File: src/rtl/fcmp_pkg.sv
package fcmp_pkg;

  localparam int OPC_W = 6;

  typedef struct packed {
    logic u;   // pass when unordered
    logic e;   // pass when equal
    logic l;   // pass when A below B
    logic g;   // pass when A above B
    logic x;   // signal exception when unordered
  } cond_mask_t;

  localparam logic [OPC_W-1:0] OP_ORD_EQ  = 6'h08;
  localparam logic [OPC_W-1:0] OP_ORD_NE  = 6'h09;
  localparam logic [OPC_W-1:0] OP_ORD_GT  = 6'h0a;
  localparam logic [OPC_W-1:0] OP_ORD_GE  = 6'h0b;
  localparam logic [OPC_W-1:0] OP_ORD_LT  = 6'h0c;
  localparam logic [OPC_W-1:0] OP_ORD_LE  = 6'h0d;
  localparam logic [OPC_W-1:0] OP_UNO     = 6'h28;
  localparam logic [OPC_W-1:0] OP_UNO_LT  = 6'h29;
  localparam logic [OPC_W-1:0] OP_UNO_LE  = 6'h2a;
  localparam logic [OPC_W-1:0] OP_UNO_EQ  = 6'h2b;

  typedef struct packed {
    logic un;
    logic eq;
    logic lt;
    logic gt;
  } cmp_rel_t;

endpackage

File: src/rtl/fcmp_decode.sv
module fcmp_decode
  import fcmp_pkg::*;
(
  input  logic [OPC_W-1:0] opc,
  output cond_mask_t       mask,
  output logic             illegal
);

  always_comb begin
    mask    = '0;
    illegal = 1'b0;
    case (opc)
      OP_ORD_EQ: mask = '{u:1'b0, e:1'b1, l:1'b0, g:1'b0, x:1'b0};
      OP_ORD_NE: mask = '{u:1'b1, e:1'b0, l:1'b1, g:1'b1, x:1'b0};
      OP_ORD_GT: mask = '{u:1'b0, e:1'b0, l:1'b0, g:1'b1, x:1'b1};
      OP_ORD_GE: mask = '{u:1'b0, e:1'b1, l:1'b0, g:1'b1, x:1'b1};
      OP_ORD_LT: mask = '{u:1'b0, e:1'b0, l:1'b1, g:1'b0, x:1'b1};
      OP_ORD_LE: mask = '{u:1'b0, e:1'b1, l:1'b1, g:1'b0, x:1'b1};
      OP_UNO:    mask = '{u:1'b1, e:1'b0, l:1'b0, g:1'b0, x:1'b0};
      OP_UNO_LT: mask = '{u:1'b1, e:1'b0, l:1'b1, g:1'b0, x:1'b0};
      OP_UNO_LE: mask = '{u:1'b1, e:1'b1, l:1'b1, g:1'b0, x:1'b0};
      OP_UNO_EQ: mask = '{u:1'b1, e:1'b1, l:1'b0, g:1'b0, x:1'b0};
      default:   illegal = 1'b1;
    endcase
  end

endmodule

File: src/rtl/fcmp_classify.sv
module fcmp_classify #(
  parameter int EXP_W = 8,
  parameter int MAN_W = 23,
  localparam int W     = 1 + EXP_W + MAN_W,
  localparam int MAG_W = EXP_W + MAN_W
) (
  input  logic [W-1:0]     val,
  output logic             sign,
  output logic [MAG_W-1:0] mag,
  output logic             is_nan,
  output logic             is_zero
);

  logic [EXP_W-1:0] expo;
  logic [MAN_W-1:0] frac;

  always_comb begin
    sign    = val[W-1];
    mag     = val[MAG_W-1:0];
    expo    = val[MAG_W-1:MAN_W];
    frac    = val[MAN_W-1:0];
    is_nan  = (&expo) && (|frac);
    is_zero = ~|mag;
  end

endmodule

File: src/rtl/fcmp_order_less.sv
module fcmp_order_less #(
  parameter int MAG_W = 31
) (
  input  logic             sign_x,
  input  logic [MAG_W-1:0] mag_x,
  input  logic             sign_y,
  input  logic [MAG_W-1:0] mag_y,
  input  logic             zeros,
  output logic             x_below_y
);

  logic mag_lt;
  logic mag_gt;

  always_comb begin
    mag_lt = mag_x < mag_y;
    mag_gt = mag_x > mag_y;
    if (zeros)                 x_below_y = 1'b0;
    else if (sign_x != sign_y) x_below_y = sign_x;
    else if (sign_x)           x_below_y = mag_gt;
    else                       x_below_y = mag_lt;
  end

endmodule

File: src/rtl/fcmp_flag_unit.sv
module fcmp_flag_unit
  import fcmp_pkg::*;
#(
  parameter int EXP_W = 8,
  parameter int MAN_W = 23,
  localparam int W     = 1 + EXP_W + MAN_W,
  localparam int MAG_W = EXP_W + MAN_W,
  localparam int NOPND = 2
) (
  input  logic             clk,
  input  logic             rst,
  input  logic             cmp_valid,
  input  logic [OPC_W-1:0] cmp_op,
  input  logic [W-1:0]     opnd_a,
  input  logic [W-1:0]     opnd_b,
  output logic             res_valid,
  output logic             cmp_flag,
  output logic             cmp_invalid,
  output logic             cmp_badop
);

  logic [W-1:0]     opnd     [NOPND];
  logic             sgn      [NOPND];
  logic [MAG_W-1:0] mag      [NOPND];
  logic             nan      [NOPND];
  logic             zro      [NOPND];
  logic             below    [NOPND];

  assign opnd[0] = opnd_a;
  assign opnd[1] = opnd_b;

  genvar gi;
  generate
    for (gi = 0; gi < NOPND; gi++) begin : g_opnd
      fcmp_classify #(.EXP_W(EXP_W), .MAN_W(MAN_W)) u_cls (
        .val     (opnd[gi]),
        .sign    (sgn[gi]),
        .mag     (mag[gi]),
        .is_nan  (nan[gi]),
        .is_zero (zro[gi])
      );
    end
  endgenerate

  logic both_zero;
  assign both_zero = zro[0] & zro[1];

  // Instance 0 tests A<B, instance 1 tests B<A (used for greater-than).
  generate
    for (gi = 0; gi < NOPND; gi++) begin : g_less
      fcmp_order_less #(.MAG_W(MAG_W)) u_less (
        .sign_x    (sgn[gi]),
        .mag_x     (mag[gi]),
        .sign_y    (sgn[NOPND-1-gi]),
        .mag_y     (mag[NOPND-1-gi]),
        .zeros     (both_zero),
        .x_below_y (below[gi])
      );
    end
  endgenerate

  cmp_rel_t rel;
  always_comb begin
    rel.un = nan[0] | nan[1];
    rel.eq = ~rel.un & ((opnd_a == opnd_b) | both_zero);
    rel.lt = ~rel.un & below[0];
    rel.gt = ~rel.un & below[1];
  end

  cond_mask_t mask;
  logic       illegal;

  fcmp_decode u_dec (
    .opc     (cmp_op),
    .mask    (mask),
    .illegal (illegal)
  );

  logic flag_nx;
  logic inv_nx;
  always_comb begin
    flag_nx = (mask.u & rel.un) | (mask.e & rel.eq) |
              (mask.l & rel.lt) | (mask.g & rel.gt);
    inv_nx  = mask.x & rel.un;
  end

  always_ff @(posedge clk) begin
    if (rst) begin
      res_valid   <= 1'b0;
      cmp_flag    <= 1'b0;
      cmp_invalid <= 1'b0;
      cmp_badop   <= 1'b0;
    end else begin
      res_valid   <= cmp_valid;
      cmp_flag    <= cmp_valid & flag_nx;
      cmp_invalid <= cmp_valid & inv_nx;
      cmp_badop   <= cmp_valid & illegal;
    end
  end

endmodule

File: config.mk
export PLATFORM = sky130hd
export DESIGN_NAME = fcmp_flag_unit
export DESIGN_NICKNAME = d
export VERILOG_FILES = /design/src/rtl/fcmp_pkg.sv /design/src/rtl/fcmp_decode.sv /design/src/rtl/fcmp_classify.sv /design/src/rtl/fcmp_order_less.sv /design/src/rtl/fcmp_flag_unit.sv
export SDC_FILE = /design/constraint.sdc
export NUM_CORES = 1
export LEC_CHECK = 0
export BUFFER_PORTS_ARGS = -buffer_cell sky130_fd_sc_hd__buf_2
export CELL_PAD_IN_SITES_DETAIL_PLACEMENT = 0
export CELL_PAD_IN_SITES_GLOBAL_PLACEMENT = 1
export CORE_MARGIN = 5
export CORE_UTILIZATION = 27
export CTS_CLUSTER_SIZE = 8
export DETAILED_ROUTE_END_ITERATION = 10
export GPL_TIMING_DRIVEN = 0
export PLACE_DENSITY = 0.88
export SLEW_MARGIN = 20
export SYNTH_ARGS = -nofsm -noshare
export SYNTH_HDL_FRONTEND = slang
export SYNTH_SLANG_ARGS = --single-unit
export TNS_END_PERCENT = 5
File: constraint.sdc
create_clock -name clk -period 1.8 [get_ports clk]
set_input_delay 0.27 -clock clk [delete_from_list [all_inputs] [get_ports clk]]
set_output_delay 0.27 -clock clk [all_outputs]
set_load 0.01 [all_outputs]
=== Yosys cells after proc, flatten, opt, wreduce, memory -nomap -nowiden ===
Cells that the tools add are included.

* Reduce and logical (&&, ||, !) cells: 11
* Order comparisons: 4
* Equal/unequal tests: 13
* Mux-type cells: 8
* Bitwise operators: 18

{| class="wikitable"
|+ Operators by type and width
! operator !! number
|-
| $gt 31x31->1 || 2
|-
| $lt 31x31->1 || 2
|-
| $reduce_or 31->1 || 2
|-
| $pmux 5 s10 || 1
|-
| $reduce_or 23->1 || 2
|-
| $eq 6x4->1 const B || 6
|-
| $eq 32x32->1 || 1
|-
| $eq 6x6->1 const B || 4
|-
| $reduce_and 8->1 || 2
|-
| $and 1x1->1 || 12
|-
| $reduce_or 10->1 || 1
|-
| $mux 1 || 7
|-
| $or 1x1->1 || 5
|-
| $logic_and 1x1->1 || 2
|-
| $logic_not 1->1 || 2
|-
| $ne 1x1->1 || 2
|-
| $not 1->1 || 1
|}

* Word-level logic and storage cells: 58
* Register bits: 4
* Output and inout port bits: 4
* Bits of input ports: 73

=== Depth between registers and ports, before layout ===
* Depth after elaboration: 10
* Mapped depth: 9
* Gate-level depth less buffers: 9

=== Modules after synthesis ===
From an unflattened synthesis, not the netlist that was laid out.

* Cell total of the unflattened synthesis: 405
* Area, all modules: 3016.6 um^2

{| class="wikitable"
|+ By module, submodules not included
! module !! times used !! cells an instance !! sequential area each (um^2) !! area each (um^2)
|-
| fcmp_order_less || 2 || 115 || 0.0 || 842.1
|-
| fcmp_classify || 2 || 48 || 0.0 || 342.8
|-
| fcmp_flag_unit || 1 || 57 || 80.1 || 518.0
|-
| fcmp_decode || 1 || 22 || 0.0 || 128.9
|}

=== Worst setup path after synthesis ===
No wires, ideal clock.

* Path kind: input-to-reg
* Start point: input opnd_a[16]
* End point: register cmp_flag
* Library setup time: 120 ps
* Data arrival time: 1635 ps
* Buffers on the path: 0
* Stages: 9
* Slack: 45 ps
* Data required time: 1680 ps
* Cell sequence: inv_1 > ha_1 > a21o_1 > a21o_1 > a21oi_1 > o21ai_0 > a211oi_1 > mux2i_1 > o21ai_1

* Longest elaborated chain between the ends: 10
* Elaborated cells between the ends (all ways): 30
* Those cells by class: 4 x order compare; 1 x eq/ne; 6 x mux; 15 x bitwise; 4 x reduce/logical

{| class="wikitable"
|+ Ends and longest elaborated chain
! item !! line !! text
|-
| from (decl) || fcmp_flag_unit.sv:14 || <nowiki>input logic [W-1:0] opnd_a,</nowiki>
|-
| branches (longest 8 deep; another with $lt 31x31->1) || -- ||
|-
| $or 1x1->1 * || fcmp_flag_unit.sv:83 || <nowiki>(mask.l & rel.lt) | (mask.g & rel.gt);</nowiki>
|-
| $and 1x1->1 * || fcmp_flag_unit.sv:95 || <nowiki>cmp_flag <= cmp_valid & flag_nx;</nowiki>
|-
| to (signal assigned) || fcmp_flag_unit.sv:95 ||
|-
| to (decl) || fcmp_flag_unit.sv:17 || <nowiki>output logic cmp_flag,</nowiki>
|}

Every way passes the cells marked *.
A chain may end at the register's enable or synchronous reset.

=== Final worst setup path ===
* Start point: input opnd_a[2]
* End point: register cmp_flag

The elaborated chain is that of the path after synthesis.

==> metrics.txt <==
Final setup viols=0; sequential share of the synthesized area=0.0611; Leakage=1.04 nW; Mean Syn Cell Area=7.37 um^2; total track usage=0.124; FFs w/ async S/R, synth=0; critical path fanouts, max=3; initial antenna violation count=0; placed cell area=1770 um^2; H-tree levels=1; Initial Util=0.278; Syn Nets=282; Reg clk slew, reported paths=30 ps; most used flip-flop cell after synthesis=dfxtp_1; final number of max-transition violations=0; Least-Margin Pin Slew=395 ps; Yosys top cell by area=ha_1; RSZ-0062 raised after global routing=true; Max-Cap Viols=0; Final #Nets=365; Post-synth EDFFs=0; PwrDens=320 nW/um^2; delay-heaviest family, CP=compound AO/OA/AOI/OAI gates; worst slack at placement=-393 ps; Tcrit/Tclk final=0.992; Synthesis Warnings=0; fmax=560 MHz; Die Height=79.7 um; die area=6350 um^2; first-pass GRT wire length=6530 um; antenna diode count=0; worst path cell trace=buf_2 > inv_1 > ha_1 > a21oi_1 > a21oi_1 > o31ai_1 > a21boi_1 > a211oi_2 > mux2i_1 > o21ai_1; Hold WS=229 ps; post-route minimum period=1790 ps; core area=4720 um^2; via count=1,614; CP startpoint kind=primary input; Critical Path RT=1900 ps; row count=25; global route overflow=0; Hold WC Path Type=primary input to flip-flop; setup_tns=0 ps; Synth top area share=0.296; largest net degree at the start of global routing=10; post-DP HPWL=3560 um; CP Capture Type=flip-flop; Post-DRT Antenna Nets=0; CTS tree=yes; Remaining DRCs=0; Synth Instances=178; initial detailed-routing violation count=47; placer congestion estimate=0.836; Cell variety after synth=35; synthesized flop and latch total=4; Rel. slew slack=0.730; router iterations before antenna repair=4; setup ws final=14.4 ps; PortBufs=74; clock sink count=4; CP arrival=1880 ps; vias in the first global route=1,586; synthesized area=1310 um^2; outcome=complete, no violations; Post-Route WL=4220 um; die width=79.7 um; DR WL/cell=12.9 um; layout cells sized above 1=0.425; Ports=77; CTS Root Cell=clkbuf_8; Max stage delay on crit path=310 ps; Vias per Instance=4.95; critical path class=primary input to flip-flop; most used cell, CP=a21oi_1; CP bufs+invs=2; Final Hold Viols=0; cell area after layout=2060 um^2; CTS buffer count=3; slowest CP cell=ha_1; clock buffer depth=2; Layout area overhead=56.9%; Final Util=0.435; synth top area cells=ha_1, inv_1, nor4_1; worst vdd ir=0.000121 V
what timing repair did:
item	in CTS	in global routing
pin swaps	8	15
setup endpoints to repair	1	1
hold buffers	0	0
buffers inserted	1	3
gates resized for setup	6	42
hold endpoints to repair	0	0
routing by layer:
| metal | track usage | share of wire |
|---|---|---|
| met5 | 0 | 0 |
| met4 | 0.0309 | 0.0062 |
| met3 | 0.0158 | 0.061 |
| met2 | 0.231 | 0.53 |
| met1 | 0.146 | 0.41 |
report_power, final:
part	switching, W	leakage, nW	internal (W)	total (W)
Combinational	0.000184	0.989	0.000191	0.000374
Sequential	0.000000524	0.0327	0.0000918	0.0000924
Clock	0.0000485	0.0216	0.000143	0.000191
Total	0.000233	1.04	0.000426	0.000658
through the flow:
step                power (W)  cells
floorplan            0.000260    178
global placement     0.000398    319
detailed placement   0.000403    319
CTS                  0.000608    323
global route         0.000722    326
finish               0.000658    326
cell usage after synthesis (2+ instances only):
library cell / instances
nor3_1: 2
nand2_1: 6
o21ai_0: 6
a2111oi_0: 2
o211ai_2: 2
nor2b_1: 2
nor4_2: 2
a21o_1: 9
xnor2_1: 3
ha_1: 31
nand3b_1: 2
nor4_1: 16
o21ai_1: 2
nor2_1: 6
a21oi_1: 11
nand3_1: 4
inv_1: 35
o31ai_1: 2
nand4_1: 14
a211oi_1: 2
mux2i_1: 2
dfxtp_1: 4
registers in the layout, indices dropped and copies added, names as in the netlist:
name and cells:
cmp_badop 1, cmp_flag 1, cmp_invalid 1, res_valid 1
final cells by class:
cell class / count / area, um^2
Fill cell: 484 / 2670
Multi-Input combinational cell: 137 / 1230
Timing Repair Buffer: 78 / 472
Inverter: 35 / 141
Tap cell: 67 / 83.8
Sequential cell: 4 / 80.1
Clock buffer: 3 / 41.3
Buffer: 2 / 11.3
cell families after synthesis:
kind of cell,synth area share
AOI/OAI and AO/OA,0.212
buffers and inverters,0.109
xor gates and xnor gates,0.0200
adders and majority gates,0.296
DFF,0.0611
muxes,0.0153
and+or+nand+nor,0.287
cell usage in the layout (no fill, tap or decap), drive strengths merged, types with 3 or more instances in the layout:
cell type  Yosys  final
nor4          19     19
nand2          6      6
dfxtp          4      4
inv           35     35
nor2           6      6
xnor2          3      3
nand4         14     14
ha            31     31
clkbuf         1      4
nand3          4      4
buf            1     79
a21o           9      9
o21ai          8      8
a21oi         11     11
worst paths after layout:
| check | start | to | cells past startpoint |
|---|---|---|---|
| max | opnd_a[2] | cmp_flag | 10 |
| min | rst | res_valid | 2 |
No activity file was read; power rests on OpenSTA's default activity.
